### src/rtl/tcs_pkg.sv
package tcs_pkg;
  typedef enum logic [1:0] {
    ST_IDLE  = 2'd0,
    ST_PREP  = 2'd1,
    ST_WRITE = 2'd2,
    ST_DONE  = 2'd3
  } tcs_state_e;
endpackage

### src/rtl/tcs_pick.sv
// Finds the lowest pending item: its index and a one-hot mask of it.
module tcs_pick #(
  parameter int unsigned N  = 36,
  localparam int unsigned IW = $clog2(N)
) (
  input  logic [N-1:0]  pend_i,
  output logic [IW-1:0] idx_o,
  output logic [N-1:0]  onehot_o
);
  always_comb begin
    idx_o = '0;
    for (int i = N - 1; i >= 0; i--) begin
      if (pend_i[i]) idx_o = IW'(i);
    end
  end

  assign onehot_o = pend_i & (~pend_i + N'(1));
endmodule

### src/rtl/tcs_addr_ctr.sv
// Address counter: loads the base address and steps by one word.
module tcs_addr_ctr #(
  parameter int unsigned AW   = 32,
  parameter int unsigned STEP = 4
) (
  input  logic          clk,
  input  logic          rst_n,
  input  logic          load_i,
  input  logic [AW-1:0] base_i,
  input  logic          step_i,
  output logic [AW-1:0] addr_o
);
  logic [AW-1:0] addr_d;
  logic          addr_en;

  assign addr_en = load_i | step_i;

  always_comb begin
    addr_d = addr_o;
    if (load_i)      addr_d = base_i;
    else if (step_i) addr_d = addr_o + AW'(STEP);
  end

  always_ff @(posedge clk or negedge rst_n) begin
    if (!rst_n)       addr_o <= '0;
    else if (addr_en) addr_o <= addr_d;
  end
endmodule

### src/rtl/tcs_word_mux.sv
// Chooses the word for the current item: control word, a stack pointer or a register.
module tcs_word_mux #(
  parameter int unsigned DW   = 32,
  parameter int unsigned NSP  = 4,
  parameter int unsigned NREG = 31,
  localparam int unsigned NITEM = 1 + NSP + NREG,
  localparam int unsigned IW    = $clog2(NITEM),
  localparam int unsigned RIW   = $clog2(NREG),
  localparam int unsigned SPW   = (NSP > 1) ? $clog2(NSP) : 1
) (
  input  logic [IW-1:0]     item_i,
  input  logic [DW-1:0]     tcw_i,
  input  logic [NSP*DW-1:0] sp_i,
  input  logic [DW-1:0]     reg_rdata_i,
  output logic [RIW-1:0]    reg_idx_o,
  output logic [DW-1:0]     wdata_o
);
  localparam logic [IW-1:0] SP_FIRST  = IW'(1);
  localparam logic [IW-1:0] REG_FIRST = IW'(1 + NSP);

  logic [DW-1:0]  sp_arr [NSP];
  logic           is_tcw;
  logic           is_reg;
  logic [SPW-1:0] sp_sel;

  for (genvar g = 0; g < NSP; g++) begin : g_sp
    assign sp_arr[g] = sp_i[g*DW +: DW];
  end

  assign is_tcw    = (item_i == '0);
  assign is_reg    = (item_i >= REG_FIRST);
  assign sp_sel    = SPW'(item_i - SP_FIRST);
  assign reg_idx_o = is_reg ? RIW'(item_i - REG_FIRST) : '0;

  always_comb begin
    if (is_tcw)      wdata_o = tcw_i;
    else if (is_reg) wdata_o = reg_rdata_i;
    else             wdata_o = sp_arr[sp_sel];
  end
endmodule

### src/rtl/task_ctx_store.sv
module task_ctx_store #(
  parameter int unsigned DW       = 32,
  parameter int unsigned AW       = 32,
  parameter int unsigned SCW      = 32,
  parameter int unsigned NSP      = 4,
  parameter int unsigned NREG     = 31,
  parameter int unsigned SPEN_LSB = 8,
  localparam int unsigned NITEM = 1 + NSP + NREG,
  localparam int unsigned IW    = $clog2(NITEM),
  localparam int unsigned RIW   = $clog2(NREG)
) (
  input  logic              clk,
  input  logic              rst_n,
  input  logic              start_i,
  input  logic [AW-1:0]     task_base_i,
  input  logic [DW-1:0]     task_ctl_i,
  input  logic [SCW-1:0]    sys_ctl_i,
  input  logic [NSP*DW-1:0] lvl_sp_i,
  input  logic [NREG-1:0]   reg_mask_i,
  input  logic [DW-1:0]     reg_rdata_i,
  output logic [RIW-1:0]    reg_idx_o,
  output logic              mem_wvalid_o,
  input  logic              mem_wready_i,
  output logic [AW-1:0]     mem_waddr_o,
  output logic [DW-1:0]     mem_wdata_o,
  output logic              flag_set_o,
  output logic              sp_save_o,
  output logic              done_o
);
  import tcs_pkg::*;

  // reset: asynchronous assert, synchronous release
  logic [1:0] rst_sync_q;
  logic       rst_n_int;

  always_ff @(posedge clk or negedge rst_n) begin
    if (!rst_n) rst_sync_q <= 2'b00;
    else        rst_sync_q <= {rst_sync_q[0], 1'b1};
  end
  assign rst_n_int = rst_sync_q[1];

  // only the enable field of the system control word is used
  logic unused_scw;
  assign unused_scw = ^sys_ctl_i;

  tcs_state_e       state_q, state_d;
  logic [NITEM-1:0] pend_q, pend_d, pick_oh, pend_rest;
  logic [IW-1:0]    pick_idx;
  logic [DW-1:0]    tcw_q;
  logic             start_ok, accept, last, pend_en, state_en;

  assign start_ok  = start_i && (state_q == ST_IDLE);
  assign accept    = (state_q == ST_WRITE) && mem_wready_i;
  assign pend_rest = pend_q & ~pick_oh;
  assign last      = (pend_rest == '0);
  assign pend_en   = start_ok | accept;
  assign state_en  = (state_d != state_q);

  tcs_pick #(.N(NITEM)) pick_i (
    .pend_i   (pend_q),
    .idx_o    (pick_idx),
    .onehot_o (pick_oh)
  );

  tcs_addr_ctr #(.AW(AW), .STEP(DW / 8)) addr_i (
    .clk    (clk),
    .rst_n  (rst_n_int),
    .load_i (start_ok),
    .base_i (task_base_i),
    .step_i (accept),
    .addr_o (mem_waddr_o)
  );

  tcs_word_mux #(.DW(DW), .NSP(NSP), .NREG(NREG)) mux_i (
    .item_i      (pick_idx),
    .tcw_i       (tcw_q),
    .sp_i        (lvl_sp_i),
    .reg_rdata_i (reg_rdata_i),
    .reg_idx_o   (reg_idx_o),
    .wdata_o     (mem_wdata_o)
  );

  always_comb begin
    pend_d = pend_q;
    if (start_ok)    pend_d = {reg_mask_i, sys_ctl_i[SPEN_LSB +: NSP], 1'b1};
    else if (accept) pend_d = pend_rest;
  end

  always_comb begin
    state_d = state_q;
    unique case (state_q)
      ST_IDLE:  if (start_ok) state_d = ST_PREP;
      ST_PREP:  state_d = ST_WRITE;
      ST_WRITE: if (accept && last) state_d = ST_DONE;
      ST_DONE:  state_d = ST_IDLE;
      default:  state_d = ST_IDLE;
    endcase
  end

  always_ff @(posedge clk or negedge rst_n_int) begin
    if (!rst_n_int)    state_q <= ST_IDLE;
    else if (state_en) state_q <= state_d;
  end

  always_ff @(posedge clk or negedge rst_n_int) begin
    if (!rst_n_int)   pend_q <= '0;
    else if (pend_en) pend_q <= pend_d;
  end

  always_ff @(posedge clk or negedge rst_n_int) begin
    if (!rst_n_int)    tcw_q <= '0;
    else if (start_ok) tcw_q <= task_ctl_i;
  end

  assign mem_wvalid_o = (state_q == ST_WRITE);
  assign flag_set_o   = (state_q == ST_PREP);
  assign sp_save_o    = (state_q == ST_PREP);
  assign done_o       = (state_q == ST_DONE);
endmodule

### config.mk
export PLATFORM = sky130hd
export DESIGN_NAME = task_ctx_store
export DESIGN_NICKNAME = d
export VERILOG_FILES = /design/src/rtl/tcs_pkg.sv /design/src/rtl/tcs_pick.sv /design/src/rtl/tcs_addr_ctr.sv /design/src/rtl/tcs_word_mux.sv /design/src/rtl/task_ctx_store.sv
export SDC_FILE = /design/constraint.sdc
export NUM_CORES = 1
export LEC_CHECK = 0
export BUFFER_PORTS_ARGS = -buffer_cell sky130_fd_sc_hd__buf_4
export CAP_MARGIN = 20
export CORE_MARGIN = 2
export CORE_UTILIZATION = 30
export DETAILED_ROUTE_END_ITERATION = 10
export GPL_ROUTABILITY_DRIVEN = 0
export MAX_ROUTING_LAYER = met4
export SKIP_LAST_GASP = 1
export SLEW_MARGIN = 20
export SYNTH_ARGS = -nofsm -noshare
export SYNTH_HDL_FRONTEND = slang
export SYNTH_SLANG_ARGS = --single-unit
### constraint.sdc
create_clock -name clk -period 4.98 [get_ports clk]
set_input_delay 0.996 -clock clk [delete_from_list [all_inputs] [get_ports clk]]
set_output_delay 0.996 -clock clk [all_outputs]
set_load 0.05 [all_outputs]
==> results.md <==
* Gr ovfl total at 0
* Req. time, crit path at slightly below 4 ns
* CTS Buffer Depth at 2
* Sequential area share after synthesis at 31.44%
* Startpoint Class: register
* MaxCap Viol Count at 0
* # nets final at 1,733
* Die area at between 20,000 and 30,000 um^2
* Placed Area at 11,160 um^2
* Starting Density at between 30% and 40%
* Vert. Die Dim at roughly 170 um
* Min Hold Slack at 0.3644 ns
* Drt pass-1 iters at 5
* Unrepaired setup endpoints after global routing: yes
* CP Capture Type: primary output
* Drt initial violations at ~790
* Total number of vias at 10.06k
* Global-route wire length before repair at about 55 mm
* Synth top area cells: dfrtp_1 (31%), nand2_1 (10%), o21ai_0 (7.4%)
* Slowest cell delay on critical path at approximately 0.45 ns
* Top Ports at 364
* Cell area after synthesis at 8277 um^2
* Avg WL per Cell at 20.56 um
* Global Route Usage Sum at about a quarter
* Vias in the first global route at between 9k and 10k
* DRT Wirelength at 36.61 mm
* Cell area after layout at around 12,000 um^2
* FF-to-FF path depth at 8
* CP Max Fanout at 31
* Yosys reg bits at 104
* Min-Delay Path Class: register to register
* Worst path depth at 13
* Period minus WS final at ~4.8 ns
* Warnings, synthesis at 0
* Post-DP HPWL at ~26 mm
* Max Clock Skew at 0.008649 ns
* PortBufs at approximately 340
* Final worst setup slack at roughly 0.18 ns
* CTS H-tree depth at 3
* Netlist cell types at roughly 60
* CP delay by family, top: compound AO/OA/AOI/OAI gates
* Fraction of layout cells with a size suffix above 1 at ~29%
* CP Class: register to primary output
* Root Buffer: clkbuf_16
* CTS tree: done
* Vias/cell at 5.649
* Number of cells on the worst hold path at 0
* Top cell type by total area after synthesis: dfrtp_1
* Most frequent cells after synthesis: nand2_1 (228), o21ai_0 (123), dfrtp_1 (104), nor2_1 (104), clkbuf_1 (100)
* Area grow syn2layout at 39.23%
* Highest Clock Rate at roughly 0.21 GHz
* Post-Syn Area per Cell at 7.160 um^2
* Synthesized instance count at 1,156
* Final-report max-slew violation count at 0
* CP arrival at between 3 and 4 ns
* Period utilization at a little over nine tenths
* Pin count of the biggest net entering global routing at between 60 and 70
* Status: finished clean
* Ys async rst share at between 90% and 100%
* Area fraction of the dominant cell type after synthesis at a little under a third
* Slew HR at 35.55%
* Inserted Clock Buffers at 9
* Pre-CTS WS at around 0.42 ns
* Sink Count at around 100
* Top FF cell, synth: dfrtp_1
* Post-route DRC at 0
* WP buf/inv at 2
* Final-report hold violation count at 0
* Skew-Pair Late Insertion Delay at ~0.36 ns
* Area of the core at 27,030 um^2
* Row cnt at 60
* Initial antenna violation count at 1
* CTS clk-pin slew, worst paths at about 0.08 ns
* Most common cell in the netlist: nand2_1
* Cell chain of the critical path: or3_1, a221o_1, a21oi_1, o211ai_1, a21oi_2, ha_4, nand2b_1, buf_12, nor2_1, a2111oi_0, nand4_1, o21ai_1, buf_4
* Synthesized Nets at around 1.5k
* Post-CTS Hold Buffers at 0
* CP max-delay cell: dfrtp_1
* Chip width at about 170 um
* Worst Max-Slew Pin Slew at about 0.97 ns
* EDFF count, synth at 0
* ANT nets after route at 0
* Setup violators final at 0
-- layer usage --
| layer | up-vias | wire, um | GRT usage [%] |
|---|---|---|---|
| li1 | 4756 | - | - |
| met1 | 4782 | 15420 | 31.51 |
| met2 | 467 | 17290 | 40.70 |
| met3 | 51 | 3278 | 6.140 |
| met4 | 0 | 614 | 5.946 |
| met5 | - | 0 | - |
-- stage by stage --
step / std cells / TNS (ns) / util [%]
floorplan: 1156 / 0 / -
global placement: 1761 / 0 / 41.29
detailed placement: 1761 / 0 / 41.29
CTS: 1777 / 0 / 42.39
global route: 1780 / -0.2449 / 42.64
finish: 1780 / 0 / 42.64
-- state kept, by name, indices dropped and copies added, names as in the netlist --
signal	count
tcw_q	32
state_q	2
addr_i.addr_o	32
pend_q	36
rst_sync_q	2
-- area by class of cell --
cell class,instances,area [um^2]
multi-input cells,932,5284
inverters,15,56.30
diodes,1,2.502
clock inverters,5,65.06
fillers,2832,15500
well taps,341,426.7
repair buffers,371,2848
flip-flops and latches,104,2609
clock buffers,11,232.7
-- cells by family (layout without fill, tap and decap cells) --
family / Yosys count / count (layout) / share of synthesized area (%)
buffers and inverters: 120 / 402 / 5.548
other: 1 / 2 / 0.04531
multiplexers: 4 / 4 / 0.4838
AND/OR/NAND/NOR: 568 / 568 / 33.20
XOR/XNOR: 31 / 31 / 3.280
AO/OA/AOI/OAI: 319 / 319 / 24.64
adder cells (fa/ha/maj): 9 / 9 / 1.361
flip-flops: 104 / 104 / 31.44
-- path summary, 6_finish.rpt --
path | start | to | slack, ns
hold reg to reg | rst_sync_q[0] | rst_sync_q[1] | 0.36
max in group asynchronous | rst_sync_q[1] | pend_q[26] | 3.36
setup reg to reg | pend_q[0] | state_q[0] | 1.63
setup / recovery | pend_q[22] | mem_wdata_o[12] | 0.18
hold / removal | rst_sync_q[0] | rst_sync_q[1] | 0.36
min in group asynchronous | rst_n | rst_sync_q[1] | 0.41
-- cell usage in the layout, fill, tap and decap left out, types with 12 or more instances in the layout --
cell and n:
dfrtp_1 101, nand3_1 27, a21oi_1 12, nor2_1 103, a22oi_1 32, xor2_1 13, nand4_1 45, xnor2_1 18
o31ai_1 35, buf_4 366, inv_1 15, o21ai_1 38, o21ai_0 123, nor4_1 13, nor3_1 18, nand2_1 227
or3_1 97, a2111oi_0 22
-- what timing repair did --
item,CTS,global route
setup buffers,0,2
gates resized for setup,0,19
endpoints found under the setup margin,0,32
Power is left out: the tool's default activity adds up to more than one toggle a clock period on the data nets, which glitch-free logic cannot reach.
